File: config.mk
export PLATFORM = sky130hd
export DESIGN_NAME = burst_addr_seq
export DESIGN_NICKNAME = d
export VERILOG_FILES = /design/src/rtl/burst_addr_pkg.sv /design/src/rtl/bas_strobe_dec.sv /design/src/rtl/bas_beat_ctr.sv /design/src/rtl/bas_base_reg.sv /design/src/rtl/bas_order_map.sv /design/src/rtl/burst_addr_seq.sv
export SDC_FILE = /design/constraint.sdc
export NUM_CORES = 1
export LEC_CHECK = 0
export ABC_CLOCK_PERIOD_IN_PS = 1100
export BUFFER_PORTS_ARGS = -buffer_cell sky130_fd_sc_hd__buf_2
export CAP_MARGIN = 20
export CORE_ASPECT_RATIO = 1.25
export CORE_MARGIN = 2
export CORE_UTILIZATION = 40
export CTS_CLUSTER_DIAMETER = 200
export DETAILED_ROUTE_END_ITERATION = 7
export GPL_TIMING_DRIVEN = 0
export HOLD_SLACK_MARGIN = 0.03
export PLACE_DENSITY = 0.84
export SLEW_MARGIN = 20
export SYNTH_ARGS = -nofsm -noshare
export SYNTH_HDL_FRONTEND = slang
export SYNTH_SLANG_ARGS = --single-unit
File: constraint.sdc
create_clock -name clk -period 1.1 [get_ports clk]
set_input_delay 0 -clock clk [delete_from_list [all_inputs] [get_ports clk]]
set_output_delay 0 -clock clk [all_outputs]
set_load 0.01 [all_outputs]
File: src/rtl/burst_addr_pkg.sv
package burst_addr_pkg;

  typedef enum logic {
    ORD_XOR  = 1'b0,
    ORD_WRAP = 1'b1
  } order_e;

  typedef enum logic [1:0] {
    CMD_HOLD = 2'd0,
    CMD_STEP = 2'd1,
    CMD_LOAD = 2'd2
  } seq_cmd_e;

endpackage

File: src/rtl/bas_strobe_dec.sv
module bas_strobe_dec
  import burst_addr_pkg::*;
(
  input  logic     clk,
  input  logic     rst,
  input  logic     ce_i,
  input  logic     ld_pri_i,
  input  logic     ld_sec_i,
  input  logic     step_i,
  output seq_cmd_e cmd_o
);

  logic pri_ok;

  always_comb begin
    pri_ok = ld_pri_i & ce_i;
    // primary checked first: it wins when both strobes arrive together
    if (pri_ok)        cmd_o = CMD_LOAD;
    else if (ld_sec_i) cmd_o = CMD_LOAD;
    else if (step_i)   cmd_o = CMD_STEP;
    else               cmd_o = CMD_HOLD;
  end

  // a gated-off primary strobe alone never produces a load
  p_pri_gated_r3: assert property (@(posedge clk) disable iff (rst)
    (!ce_i && !ld_sec_i) |-> (cmd_o != CMD_LOAD));

  // load wins over step
  p_load_over_step_r5: assert property (@(posedge clk) disable iff (rst)
    (ld_sec_i && step_i) |-> (cmd_o == CMD_LOAD));

endmodule

File: src/rtl/bas_beat_ctr.sv
module bas_beat_ctr
  import burst_addr_pkg::*;
#(
  parameter int CNT_W = 2
) (
  input  logic             clk,
  input  logic             rst,
  input  seq_cmd_e         cmd_i,
  output logic [CNT_W-1:0] beat_o,
  output logic             busy_o
);

  localparam logic [CNT_W-1:0] LAST = {CNT_W{1'b1}};
  localparam logic [CNT_W-1:0] ONE  = CNT_W'(1);

  logic [CNT_W-1:0] beat_q;
  logic             busy_q;

  always_ff @(posedge clk) begin
    if (rst) begin
      beat_q <= '0;
      busy_q <= 1'b0;
    end else begin
      unique case (cmd_i)
        CMD_LOAD: begin
          beat_q <= '0;
          busy_q <= 1'b1;
        end
        CMD_STEP: begin
          beat_q <= beat_q + ONE;
          if (beat_q == LAST) busy_q <= 1'b0;
        end
        default: ;
      endcase
    end
  end

  assign beat_o = beat_q;
  assign busy_o = busy_q;

  // no command keeps the state
  p_hold_r6: assert property (@(posedge clk) disable iff (rst)
    (cmd_i == CMD_HOLD) |=> ($stable(beat_o) && $stable(busy_o)));

  // a step moves exactly one beat
  p_step_r6: assert property (@(posedge clk) disable iff (rst)
    (cmd_i == CMD_STEP) |=> (beat_o == $past(beat_o) + ONE));

  // load restarts at beat 0 with the flag set
  p_load_r2: assert property (@(posedge clk) disable iff (rst)
    (cmd_i == CMD_LOAD) |=> (beat_o == '0 && busy_o));

  // the wrapping step ends the burst
  p_wrap_r10: assert property (@(posedge clk) disable iff (rst)
    (cmd_i == CMD_STEP && beat_o == LAST) |=> !busy_o);

endmodule

File: src/rtl/bas_base_reg.sv
module bas_base_reg
  import burst_addr_pkg::*;
#(
  parameter int ADDR_W = 20
) (
  input  logic              clk,
  input  logic              rst,
  input  seq_cmd_e          cmd_i,
  input  logic [ADDR_W-1:0] addr_i,
  output logic [ADDR_W-1:0] base_o
);

  logic [ADDR_W-1:0] base_q;

  always_ff @(posedge clk) begin
    if (rst)                    base_q <= '0;
    else if (cmd_i == CMD_LOAD) base_q <= addr_i;
  end

  assign base_o = base_q;

  // the stored start only changes on a load
  p_base_stable_r9: assert property (@(posedge clk) disable iff (rst)
    (cmd_i != CMD_LOAD) |=> $stable(base_o));

endmodule

File: src/rtl/bas_order_map.sv
module bas_order_map
  import burst_addr_pkg::*;
#(
  parameter int CNT_W = 2
) (
  input  logic [CNT_W-1:0] start_i,
  input  logic [CNT_W-1:0] beat_i,
  input  order_e           order_i,
  output logic [CNT_W-1:0] low_o
);

  logic [CNT_W-1:0] wrap_low;
  logic [CNT_W-1:0] xor_low;

  // sum kept to CNT_W bits so the carry never reaches the upper field
  assign wrap_low = start_i + beat_i;

  for (genvar b = 0; b < CNT_W; b++) begin : g_xor
    assign xor_low[b] = start_i[b] ^ beat_i[b];
  end

  always_comb begin
    low_o = (order_i == ORD_WRAP) ? wrap_low : xor_low;
  end

  // beat 0 maps to the start value in either order
  always_comb begin
    if (beat_i == '0) p_beat0_start_r8: assert (low_o == start_i);
  end

endmodule

File: src/rtl/burst_addr_seq.sv
module burst_addr_seq
  import burst_addr_pkg::*;
#(
  parameter int ADDR_W = 20,
  parameter int CNT_W  = 2
) (
  input  logic              clk,
  input  logic              rst,
  input  logic              ce_i,
  input  logic              ld_pri_i,
  input  logic              ld_sec_i,
  input  logic              step_i,
  input  logic              order_lin_i,
  input  logic [ADDR_W-1:0] addr_i,
  output logic [ADDR_W-1:0] addr_o,
  output logic              burst_o
);

  localparam int UP_W = ADDR_W - CNT_W;

  seq_cmd_e          cmd;
  logic [CNT_W-1:0]  beat;
  logic [ADDR_W-1:0] base;
  logic [CNT_W-1:0]  low;
  order_e            order;

  assign order = order_e'(order_lin_i);

  bas_strobe_dec u_dec (
    .clk      (clk),
    .rst      (rst),
    .ce_i     (ce_i),
    .ld_pri_i (ld_pri_i),
    .ld_sec_i (ld_sec_i),
    .step_i   (step_i),
    .cmd_o    (cmd)
  );

  bas_beat_ctr #(.CNT_W(CNT_W)) u_ctr (
    .clk    (clk),
    .rst    (rst),
    .cmd_i  (cmd),
    .beat_o (beat),
    .busy_o (burst_o)
  );

  bas_base_reg #(.ADDR_W(ADDR_W)) u_base (
    .clk    (clk),
    .rst    (rst),
    .cmd_i  (cmd),
    .addr_i (addr_i),
    .base_o (base)
  );

  bas_order_map #(.CNT_W(CNT_W)) u_map (
    .start_i (base[CNT_W-1:0]),
    .beat_i  (beat),
    .order_i (order),
    .low_o   (low)
  );

  assign addr_o = {base[ADDR_W-1:CNT_W], low};

  // reset clears address and flag
  p_reset_clear_r1: assert property (@(posedge clk)
    rst |=> (addr_o == '0 && !burst_o));

  // secondary strobe loads regardless of enable
  p_sec_load_r4: assert property (@(posedge clk) disable iff (rst)
    ld_sec_i |=> (addr_o == $past(addr_i) && burst_o));

  // enabled primary strobe loads
  p_pri_load_r2: assert property (@(posedge clk) disable iff (rst)
    (ld_pri_i && ce_i) |=> (addr_o == $past(addr_i)));

  // upper field fixed without a load
  p_upper_fixed_r9: assert property (@(posedge clk) disable iff (rst)
    (!ld_sec_i && !(ld_pri_i && ce_i)) |=>
      (addr_o[ADDR_W-1:CNT_W] == $past(addr_o[ADDR_W-1:CNT_W])));

  // idle cycle keeps the output
  p_idle_hold_r6: assert property (@(posedge clk) disable iff (rst)
    (!ld_sec_i && !(ld_pri_i && ce_i) && !step_i) |=> $stable(addr_o));

  initial begin
    p_width_ok: assert (UP_W > 0);
  end

endmodule

==> results of run 1 <==
[stage by stage]
stage	power (mW)	hold slack [ns]
2_1_floorplan	1.18	0.0624
3_3_place_gp	1.29	0.221
3_5_place_dp	1.31	0.222
4_1_cts	1.75	0.207
5_1_grt	1.82	0.241
6_report	1.73	0.207
[worst min-delay path: cells and delay by family]
| kind | cells | cell delay [ns] |
|---|---|---|
| compound gates | 1 | 0.05 |
| buf+inv | 1 | 0.08 |
| fa+ha+maj | 1 | 0.21 |
| simple gates | 2 | 0.13 |
[registers in the layout (all words and copies together), names as in the netlist]
name and cells:
u_base.base_o 20, u_ctr.beat_o 2, u_ctr.busy_o 1
[what timing repair did]
action                                 in CTS  in global routing
buffers inserted                            2                  0
gates resized for setup                     8                  1
hold buffers                               21                  0
pin swaps                                   3                  2
setup endpoints to repair                   2                  2
endpoints found under the hold margin      23                  0
[synth_stat cells]
cell type	number	share of area, %
a21bo_2	1	0.94
nand2b_2	1	0.83
ha_1	5	5.9
dfxtp_1	23	43
and2_1	1	0.59
mux2i_1	20	19
xnor2_1	1	0.83
or3b_1	1	0.83
buf_4	20	14
nand2_1	4	1.4
xor2_1	1	0.83
nand3b_1	1	0.71
inv_1	1	0.35
a21oi_2	1	0.83
buf_2	2	0.94
a21oi_1	3	1.4
nor2_1	20	7.1
[routing by layer]
metal	global-route usage [%]	vias to the layer above	part of all wire, %
met4	2.38	0	0.43
met2	33.1	33	56
met3	3.16	2	5.8
met5	0	-	0
met1	15.7	421	38
li1	-	474	-
[final cells by class]
type / instances / area share, %
plain buffers: 22 / 9.87
clock buffers: 3 / 1.39
clock inverters: 1 / 0.308
inverters: 1 / 0.231
multi-input cells: 60 / 28.5
flip-flops and latches: 23 / 28.8
well taps: 33 / 2.54
repair buffers: 70 / 28.4
[power breakdown]
part / internal [mW] / leakage (nW) / switching, mW
logic: 0.262 / 0.653 / 0.174
registers: 0.888 / 0.192 / 0.0305
clock network: 0.135 / 0.0177 / 0.243
total: 1.29 / 0.862 / 0.447
[worst max-delay path by stage]
stage,endpoint,slack (ns),depth (start not counted),startpoint
floorplan,u_ctr.beat_o[0],0.02,5,ld_pri_i
CTS,addr_o[1],-0.05,4,u_base.base_o[0]
detailed placement,u_ctr.beat_o[0],-0.18,6,ld_pri_i
global route,addr_o[1],-0.1,3,u_base.base_o[1]
global placement,u_ctr.beat_o[0],-0.14,6,ld_pri_i
finish,addr_o[1],-0.05,3,u_base.base_o[1]
[kinds of logic after synthesis]
| kind of cell | count (synthesis) | synth area share [%] |
|---|---|---|
| compound gates | 5 | 3.19 |
| xor+xnor | 2 | 1.65 |
| fa+ha+maj | 5 | 5.90 |
| buf+inv | 23 | 15.5 |
| flops | 23 | 43.4 |
| mux | 20 | 18.9 |
| simple gates | 28 | 11.5 |
==> results.py, run 1 <==
metrics = {
    "run_status": {
        "status": "complete, but fails checks",
        "violations": "negative setup slack",
    },
    "timing": {
        "period_needed_ns": 1.15,
        "tightest_slew_ns": 0.144,
        "fmax_ghz": 0.872,
        "hold_violations": 0,
        "skew_ns": 0.000604,
        "rsz0062_at_grt": "yes",
        "setup_viol": 1,
        "relSlewSlack_pct": 90.2,
        "setup_ws_ns": -0.0463,
        "period_share_pct": 104,
        "tns_ns": -0.0463,
        "finalMaxSlewViolations": 0,
    },
    "logic_synthesis": {
        "postSynthNetCount": 138,
        "ys_types": 17,
        "seq_area_frac_synth_pct": 43.4,
        "synth_area_um2": 1060,
        "yosys_warnings": 0,
        "yosys_register_bits": 23,
        "synthCells": 106,
        "syn_avg_cell_area_um2": 10.0,
    },
    "setup_path": {
        "crit_slowest_cell": "dfxtp_2",
        "critPathTopFamily": "flip-flops",
        "critPathMaxStageDelay_ns": 0.36,
        "path_class": "flip-flop to output pin",
        "cp_max_fo": 2,
        "crit_arrival_ns": 1.15,
        "worstReg2RegStart": "u_ctr.beat_o[0]",
        "end_kind": "output pin",
        "timing.rr.end": "u_ctr.beat_o[0]",
        "reg2reg_depth": 3,
        "cp.required_ns": 1.10,
        "worst-path-buf-inv": 1,
        "worstPathCellList": "xor2_2, xnor2_1, buf_2",
        "start_kind": "flip-flop",
        "r2r_slack_ns": 0.03,
    },
    "die": {
        "ioPinCount": 48,
        "die_w_um": 50.0,
        "dieHeight_um": 61.6,
        "die_area_um2": 3080,
        "start_util_pct": 42.8,
        "coreArea_um2": 2480,
        "num_rows": 20,
    },
    "drt": {
        "drtIter0Drc": 9,
        "num_vias": 930,
        "wl_mm": 2.33,
        "drt-pass1-iter-count": 4,
        "ant_nets": 0,
        "post_drt_wl_per_cell_um": 10.9,
        "drc": 0,
        "vias_per_cell": 4.37,
    },
    "clock_network": {
        "root_buffer": "clkbuf_4",
        "cts_tree": "done",
        "clk_latency_ns": 0.30,
        "numCtsBuffers": 3,
        "cts.sinks": 23,
        "htree_levels": 1,
        "clockBufferDepth": 2,
        "path_clk_slew_ns": 0.13,
    },
    "layout": {
        "mostFrequentLayoutCell": "buf_2",
        "layout.area.seq_um2": 468,
        "final_area_um2": 1620,
        "drive_above_1_share_pct": 47.8,
        "final_cell_mix": "buf_2, buf_4, dlygate4sd3_1",
        "multi_input_area_um2": 462,
        "layout.cells.non_filler": 213,
        "final_util_pct": 65.5,
        "num_antenna_cells": 0,
        "fin_nets": 213,
        "area_delta_synth_final_pct": 53.1,
        "n_fill_cell": 206,
    },
    "pwr": {
        "pwr_density_cell_nw_per_um2": 1070,
        "ir_worst_vdd_mv": 0.761,
        "p_leak_nw": 0.862,
    },
    "global_route": {
        "grt-ovfl-total": 0,
        "grt_pass1_vias": 929,
        "grt_pass1_wl_mm": 3.74,
        "grt_use_total_pct": 15.6,
        "grt_start_max_net_pins": 14,
        "grt_antenna_before_repair": 0,
    },
    "placed_design": {
        "hpwl_mm": 1.53,
        "dpl_cell_area_um2": 1340,
        "place_inst": 186,
        "portBuffers": 47,
        "dp_slack_ns": -0.185,
        "globalplace.congestion": 0.699,
    },
    "run": {
        "max-cap-violations": 0,
    },
    "min_path": {
        "min_path_type": "input port to flip-flop",
        "min_path_cells": 5,
        "hold_path_end": "u_ctr.busy_o",
        "hold_start": "step_i",
    },
}
No activity file was read; power rests on OpenSTA's default activity.
==> run 2, diff against run 1 <==
Settings changed: ABC_AREA set to 1, ABC_CLOCK_PERIOD_IN_PS 1100 to unset, PLACE_DENSITY 0.84 to 0.82.
==> results.py, run 2 <==
metrics = {
    "logic_synthesis": {
        "syn_avg_cell_area_um2": 8.16,
        "synth_commonest_cells": "dfxtp_1, nor2_1, o21ai_0",
        "synth_area_leaders": "dfxtp_1, buf_4, nor2_2, o21ai_0, nor2_1",
        "yosys_register_bits": 23,
        "seq_area_frac_synth_pct": 39.4,
        "yosys.area_share.simple_pct": 22.3,
        "yosys_warnings": 0,
        "ys_types": 18,
        "synth-edff-count": 0,
        "postSynthNetCount": 175,
        "synth_top_family_by_area": "simple AND/OR/NAND/NOR gates",
        "synth_fa_ha_area_share_pct": 5.36,
        "synthMuxAreaShare_pct": 0,
        "synthArstFlopShare_pct": 0,
        "synth_area_um2": 1170,
        "synth.most_common_cell": "dfxtp_1",
        "synthXorXnorAreaFrac_pct": 0,
        "synth_top_cell_by_area": "dfxtp_1",
        "synthCells": 143,
        "synth-main-ff-cell": "dfxtp_1",
        "synth_compound_area_share_pct": 11.5,
        "synth.top_cell.area_share_pct": 39.4,
    },
    "setup_path": {
        "worstReg2RegStart": "u_ctr.beat_o[0]",
        "critPathCapture": "addr_o[1]",
        "crit_start": "u_ctr.beat_o[0]",
        "path_class": "flip-flop to output pin",
        "timing.rr.end": "u_ctr.beat_o[1]",
        "reg2reg_depth": 4,
        "start_kind": "flip-flop",
        "end_kind": "output pin",
        "r2r_slack_ns": 0.05,
        "cp_max_fo": 2,
        "cp.required_ns": 1.10,
        "crit_arrival_ns": 1.16,
    },
    "placed_design": {
        "hpwl_mm": 1.71,
        "dp_slack_ns": -0.0976,
        "globalplace.congestion": 0.704,
        "dpl_cell_area_um2": 1450,
        "place_inst": 224,
        "portBuffers": 47,
    },
    "timing": {
        "setup_viol": 1,
        "fmax_ghz": 0.859,
        "finalMaxSlewViolations": 0,
        "rsz0062_at_grt": "yes",
        "period_share_pct": 106,
        "skew_ns": 0.000602,
        "hold_violations": 0,
        "relSlewSlack_pct": 85.6,
        "tightest_slew_ns": 0.214,
        "period_needed_ns": 1.16,
        "setup_ws_ns": -0.0639,
    },
    "pwr": {
        "ir_worst_vdd_mv": 0.711,
        "pwr-share-clk_pct": 20.4,
        "switchingPower_uw": 537,
        "pwr_density_cell_nw_per_um2": 1090,
        "power_frac_comb_pct": 29.6,
        "p_leak_nw": 0.886,
        "swShare_pct": 28.4,
        "pwr-share-seq_pct": 49.9,
        "p_int_mw": 1.35,
    },
    "min_path": {
        "min_path_type": "input port to flip-flop",
        "min_path_cells": 5,
    },
    "layout": {
        "area_delta_synth_final_pct": 48.0,
        "final_area_um2": 1730,
        "drive_above_1_share_pct": 50.0,
        "layout.cells.non_filler": 250,
        "num_antenna_cells": 0,
        "fin_nets": 249,
        "largest_reg_flops": 20,
        "mostFrequentLayoutCell": "buf_2",
        "n_fill_cell": 237,
        "final_cell_mix": "buf_2, dlygate4sd3_1, o21ai_0, nor2_1, dfxtp_1",
    },
    "die": {
        "dieHeight_um": 64.4,
        "num_rows": 21,
        "die_area_um2": 3370,
        "die_w_um": 52.3,
        "coreArea_um2": 2730,
        "start_util_pct": 42.7,
        "ioPinCount": 48,
    },
    "run": {
        "max-cap-violations": 0,
    },
    "run_status": {
        "violations": "negative setup slack",
        "status": "complete, but fails checks",
    },
    "clock_network": {
        "htree_levels": 1,
        "cts.sinks": 23,
        "path_clk_slew_ns": 0.13,
        "clk_latency_ns": 0.31,
        "clockBufferDepth": 2,
        "numCtsBuffers": 3,
        "root_buffer": "clkbuf_4",
        "cts_tree": "done",
    },
    "global_route": {
        "grt_antenna_before_repair": 0,
        "grt_pass1_vias": 1036,
        "grt-ovfl-total": 0,
        "grt_use_total_pct": 16.7,
        "grt_pass1_wl_mm": 4.28,
        "grt_start_max_net_pins": 13,
    },
    "drt": {
        "drtIter0Drc": 16,
        "wl_mm": 2.63,
        "drc": 0,
        "post_drt_wl_per_cell_um": 10.5,
        "num_vias": 1061,
        "vias_per_cell": 4.24,
        "ant_nets": 0,
        "drt-pass1-iter-count": 4,
    },
}
-- run 2: worst min path at each step --
stage	startpoint	to	slack, ns
finish	step_i	u_ctr.busy_o	0.23
global route	step_i	u_ctr.busy_o	0.26
CTS	step_i	u_ctr.busy_o	0.20
detailed placement	addr_i[3]	u_base.base_o[3]	0.23
global placement	addr_i[3]	u_base.base_o[3]	0.23
floorplan	addr_i[8]	u_base.base_o[8]	0.13
-- run 2: routing by layer --
layer	vias to the layer above	global-route usage, %	wire length, um
met3	0	3.04	168
met4	0	4.81	0
met5	-	0	0
met1	453	17.2	1060
met2	35	32.5	1400
li1	573	-	-
-- run 2: cell type report --
| type | instances | area (um2) | share of cell area (%) |
|---|---|---|---|
| repair buffers | 69 | 459 | 26.6 |
| plain buffers | 24 | 201 | 11.7 |
| inverters | 11 | 48.8 | 2.82 |
| well taps | 34 | 42.5 | 2.46 |
| clock buffers | 4 | 26.3 | 1.52 |
| multi-input cells | 85 | 485 | 28.1 |
| flip-flops and latches | 23 | 464 | 26.9 |
-- run 2: cells by family (layout without fill, tap and decap cells) --
group           count (synthesis)  after routing
flops                          23             23
compound gates                 26             26
fa+ha+maj                       5              5
simple gates                   54             54
buf+inv                        35            108
-- run 2: power by group through the flow --
stage	sequential, mW	clock (mW)	combinational (mW)
finish	0.945	0.386	0.561
global route	0.954	0.437	0.618
CTS	0.944	0.404	0.546
detailed placement	0.960	0	0.482
global placement	0.957	0	0.477
floorplan	0.954	0	0.329
-- run 2: what timing repair did --
action,in CTS,in global routing
pin swaps,4,3
buffers inserted,1,0
endpoints found under the setup margin,2,2
cloned,0,0
endpoints found under the hold margin,21,0
resized for setup,5,6
hold buffers,21,0
-- run 2: per-stage QoR --
stage                     util [%]  setup TNS [ns]  hold slack [ns]  power (mW)
after detailed placement      52.9           -1.61            0.231        1.44
after global placement        52.9           -1.23            0.225        1.43
after floorplan                  -               0            0.128        1.28
after global routing          63.2          -0.163            0.258        2.01
after CTS                     62.5         -0.0932            0.197        1.89
final                         63.2         -0.0639            0.226        1.89
-- run 2: critical path, stage by stage (launching register included) --
cell	delay, ns
dfxtp_2	0.38
ha_4	0.15
nand2_4	0.04
inv_2	0.04
nand3_2	0.04
nand2_1	0.05
inv_1	0.04
buf_6	0.11
==> run 3, diff against run 2 <==
Settings changed: SETUP_SLACK_MARGIN set to 0.5.
==> results.py, run 3 (same netlist as run 2, synthesis figures left out) <==
metrics = {
    "timing": {
        "hold_violations": 1,
        "period_needed_ns": 1.20,
        "setup_ws_ns": -0.0957,
        "skew_ns": 0.000112,
        "relSlewSlack_pct": 81.4,
        "holdWs_ns": -0.00597,
        "tightest_slew_ns": 0.279,
        "finalMaxSlewViolations": 0,
        "rsz0062_at_grt": "yes",
        "period_share_pct": 109,
        "fmax_ghz": 0.836,
        "setup_viol": 2,
    },
    "setup_path": {
        "crit_arrival_ns": 1.20,
        "cp.required_ns": 1.10,
        "start_kind": "flip-flop",
        "cp_max_fo": 2,
        "path_class": "flip-flop to output pin",
        "end_kind": "output pin",
    },
    "clock_network": {
        "cts_tree": "done",
        "cts-hold-fix-buffers": 19,
        "root_buffer": "clkbuf_4",
        "htree_levels": 1,
        "clockBufferDepth": 2,
        "numCtsBuffers": 3,
        "path_clk_slew_ns": 0.12,
        "cts.sinks": 23,
        "clk_latency_ns": 0.30,
    },
    "pwr": {
        "pwr_density_cell_nw_per_um2": 987,
        "ir_worst_vdd_mv": 0.936,
        "p_leak_nw": 1.10,
        "finalPower_mw": 2.43,
    },
    "global_route": {
        "grt_pass1_wl_mm": 6.66,
        "grt_use_total_pct": 26.7,
        "grt_antenna_before_repair": 0,
        "grt-ovfl-total": 0,
        "grt_start_max_net_pins": 14,
        "grt_pass1_vias": 1429,
    },
    "drt": {
        "drc": 0,
        "wl_mm": 5.01,
        "vias_per_cell": 5.07,
        "post_drt_wl_per_cell_um": 18.6,
        "drt-pass1-iter-count": 6,
        "ant_nets": 0,
        "num_vias": 1368,
        "drtIter0Drc": 30,
    },
    "layout": {
        "fin_nets": 269,
        "mostFrequentLayoutCell": "buf_6",
        "final_util_pct": 90.0,
        "num_antenna_cells": 0,
        "largest_reg_flops": 20,
        "area_delta_synth_final_pct": 111,
        "drive_above_1_share_pct": 75.8,
        "final_cell_mix": "buf_6, buf_2, dfxtp_2",
    },
    "run": {
        "max-cap-violations": 0,
    },
    "die": {
        "num_rows": 21,
        "die_w_um": 52.3,
        "dieHeight_um": 64.4,
        "ioPinCount": 48,
        "start_util_pct": 42.7,
        "coreArea_um2": 2730,
        "die_area_um2": 3370,
    },
    "placed_design": {
        "hpwl_mm": 1.70,
        "portBuffers": 47,
        "globalplace.congestion": 0.704,
    },
    "run_status": {
        "status": "complete, but fails checks",
        "violations": "negative hold slack, negative setup slack",
    },
    "min_path": {
        "min_path_type": "input port to flip-flop",
    },
}
-- run 3: cell count changes in the layout (fill, tap and decap cells not counted), sizes merged --
| cell | change |
|---|---|
| clkinv | +2 |
| clkbuf | -1 |
| dlygate4sd3 | -2 |
| buf | +22 |
| inv | -1 |
-- run 3: layout make-up --
cell class | instances | area [um2]
Fill cell | 98 | 273
Clock inverter | 1 | 5.00
Tap cell | 34 | 42.5
Multi-Input combinational cell | 85 | 709
Inverter | 11 | 61.3
Clock buffer | 3 | 22.5
Sequential cell | 23 | 492
Buffer | 24 | 275
Timing Repair Buffer | 89 | 852
-- run 3: routing by layer --
metal | vias up | part of all wire, % | track usage, %
met2 | 80 | 55 | 51.7
met4 | 0 | 6.3 | 11.2
met5 | - | 0 | 0
met3 | 31 | 6.5 | 6.31
li1 | 616 | - | -
met1 | 641 | 32 | 25.3
-- run 3: final timing paths --
kind | endpoint | cells after the start | start | slack, ns
hold / removal | u_base.base_o[18] | 4 | rst | -0.006
hold reg to reg | u_ctr.busy_o | 2 | u_ctr.busy_o | 0.50
setup reg to reg | u_ctr.beat_o[1] | 5 | u_ctr.beat_o[0] | -0.07
setup / recovery | addr_o[1] | 7 | u_base.base_o[0] | -0.1
-- run 3: where the power goes --
part           internal, mW  leakage [nW]  total, mW  switching [mW]
sequential            0.919         0.198      0.986          0.0671
combinational         0.610         0.881       1.06           0.447
clock                 0.136        0.0177      0.385           0.249
total                  1.66          1.10       2.43           0.763
-- run 3: critical path, cell delays in order, from the launching register on --
cell and delay (ns):
dfxtp_2 0.39, ha_4 0.14, nand2_2 0.05, inv_2 0.05, nand3_2 0.04, nand2_1 0.07
inv_2 0.04, buf_6 0.11
-- run 3: what timing repair did --
action / CTS / global route
endpoints found under the hold margin: 21 / 3
setup endpoints to repair: 44 / 44
pin swaps: 33 / 10
buffers inserted: 11 / 10
gates cloned: 2 / 0
resized for setup: 114 / 25
-- run 3: metrics by stage --
step | setup slack, ns | instance area [um2] | hold slack (ns) | TNS, ns | std cells
2_1_floorplan | 0.214 | 1230 | 0.102 | 0 | 143
3_3_place_gp | 0.00408 | 1510 | 0.227 | 0 | 224
3_5_place_dp | -0.0116 | 1510 | 0.228 | -0.0134 | 224
4_1_cts | -0.0771 | 2310 | -0.0402 | -0.0771 | 260
5_1_grt | -0.183 | 2460 | -0.0222 | -0.266 | 270
6_report | -0.0957 | 2460 | -0.00597 | -0.161 | 270
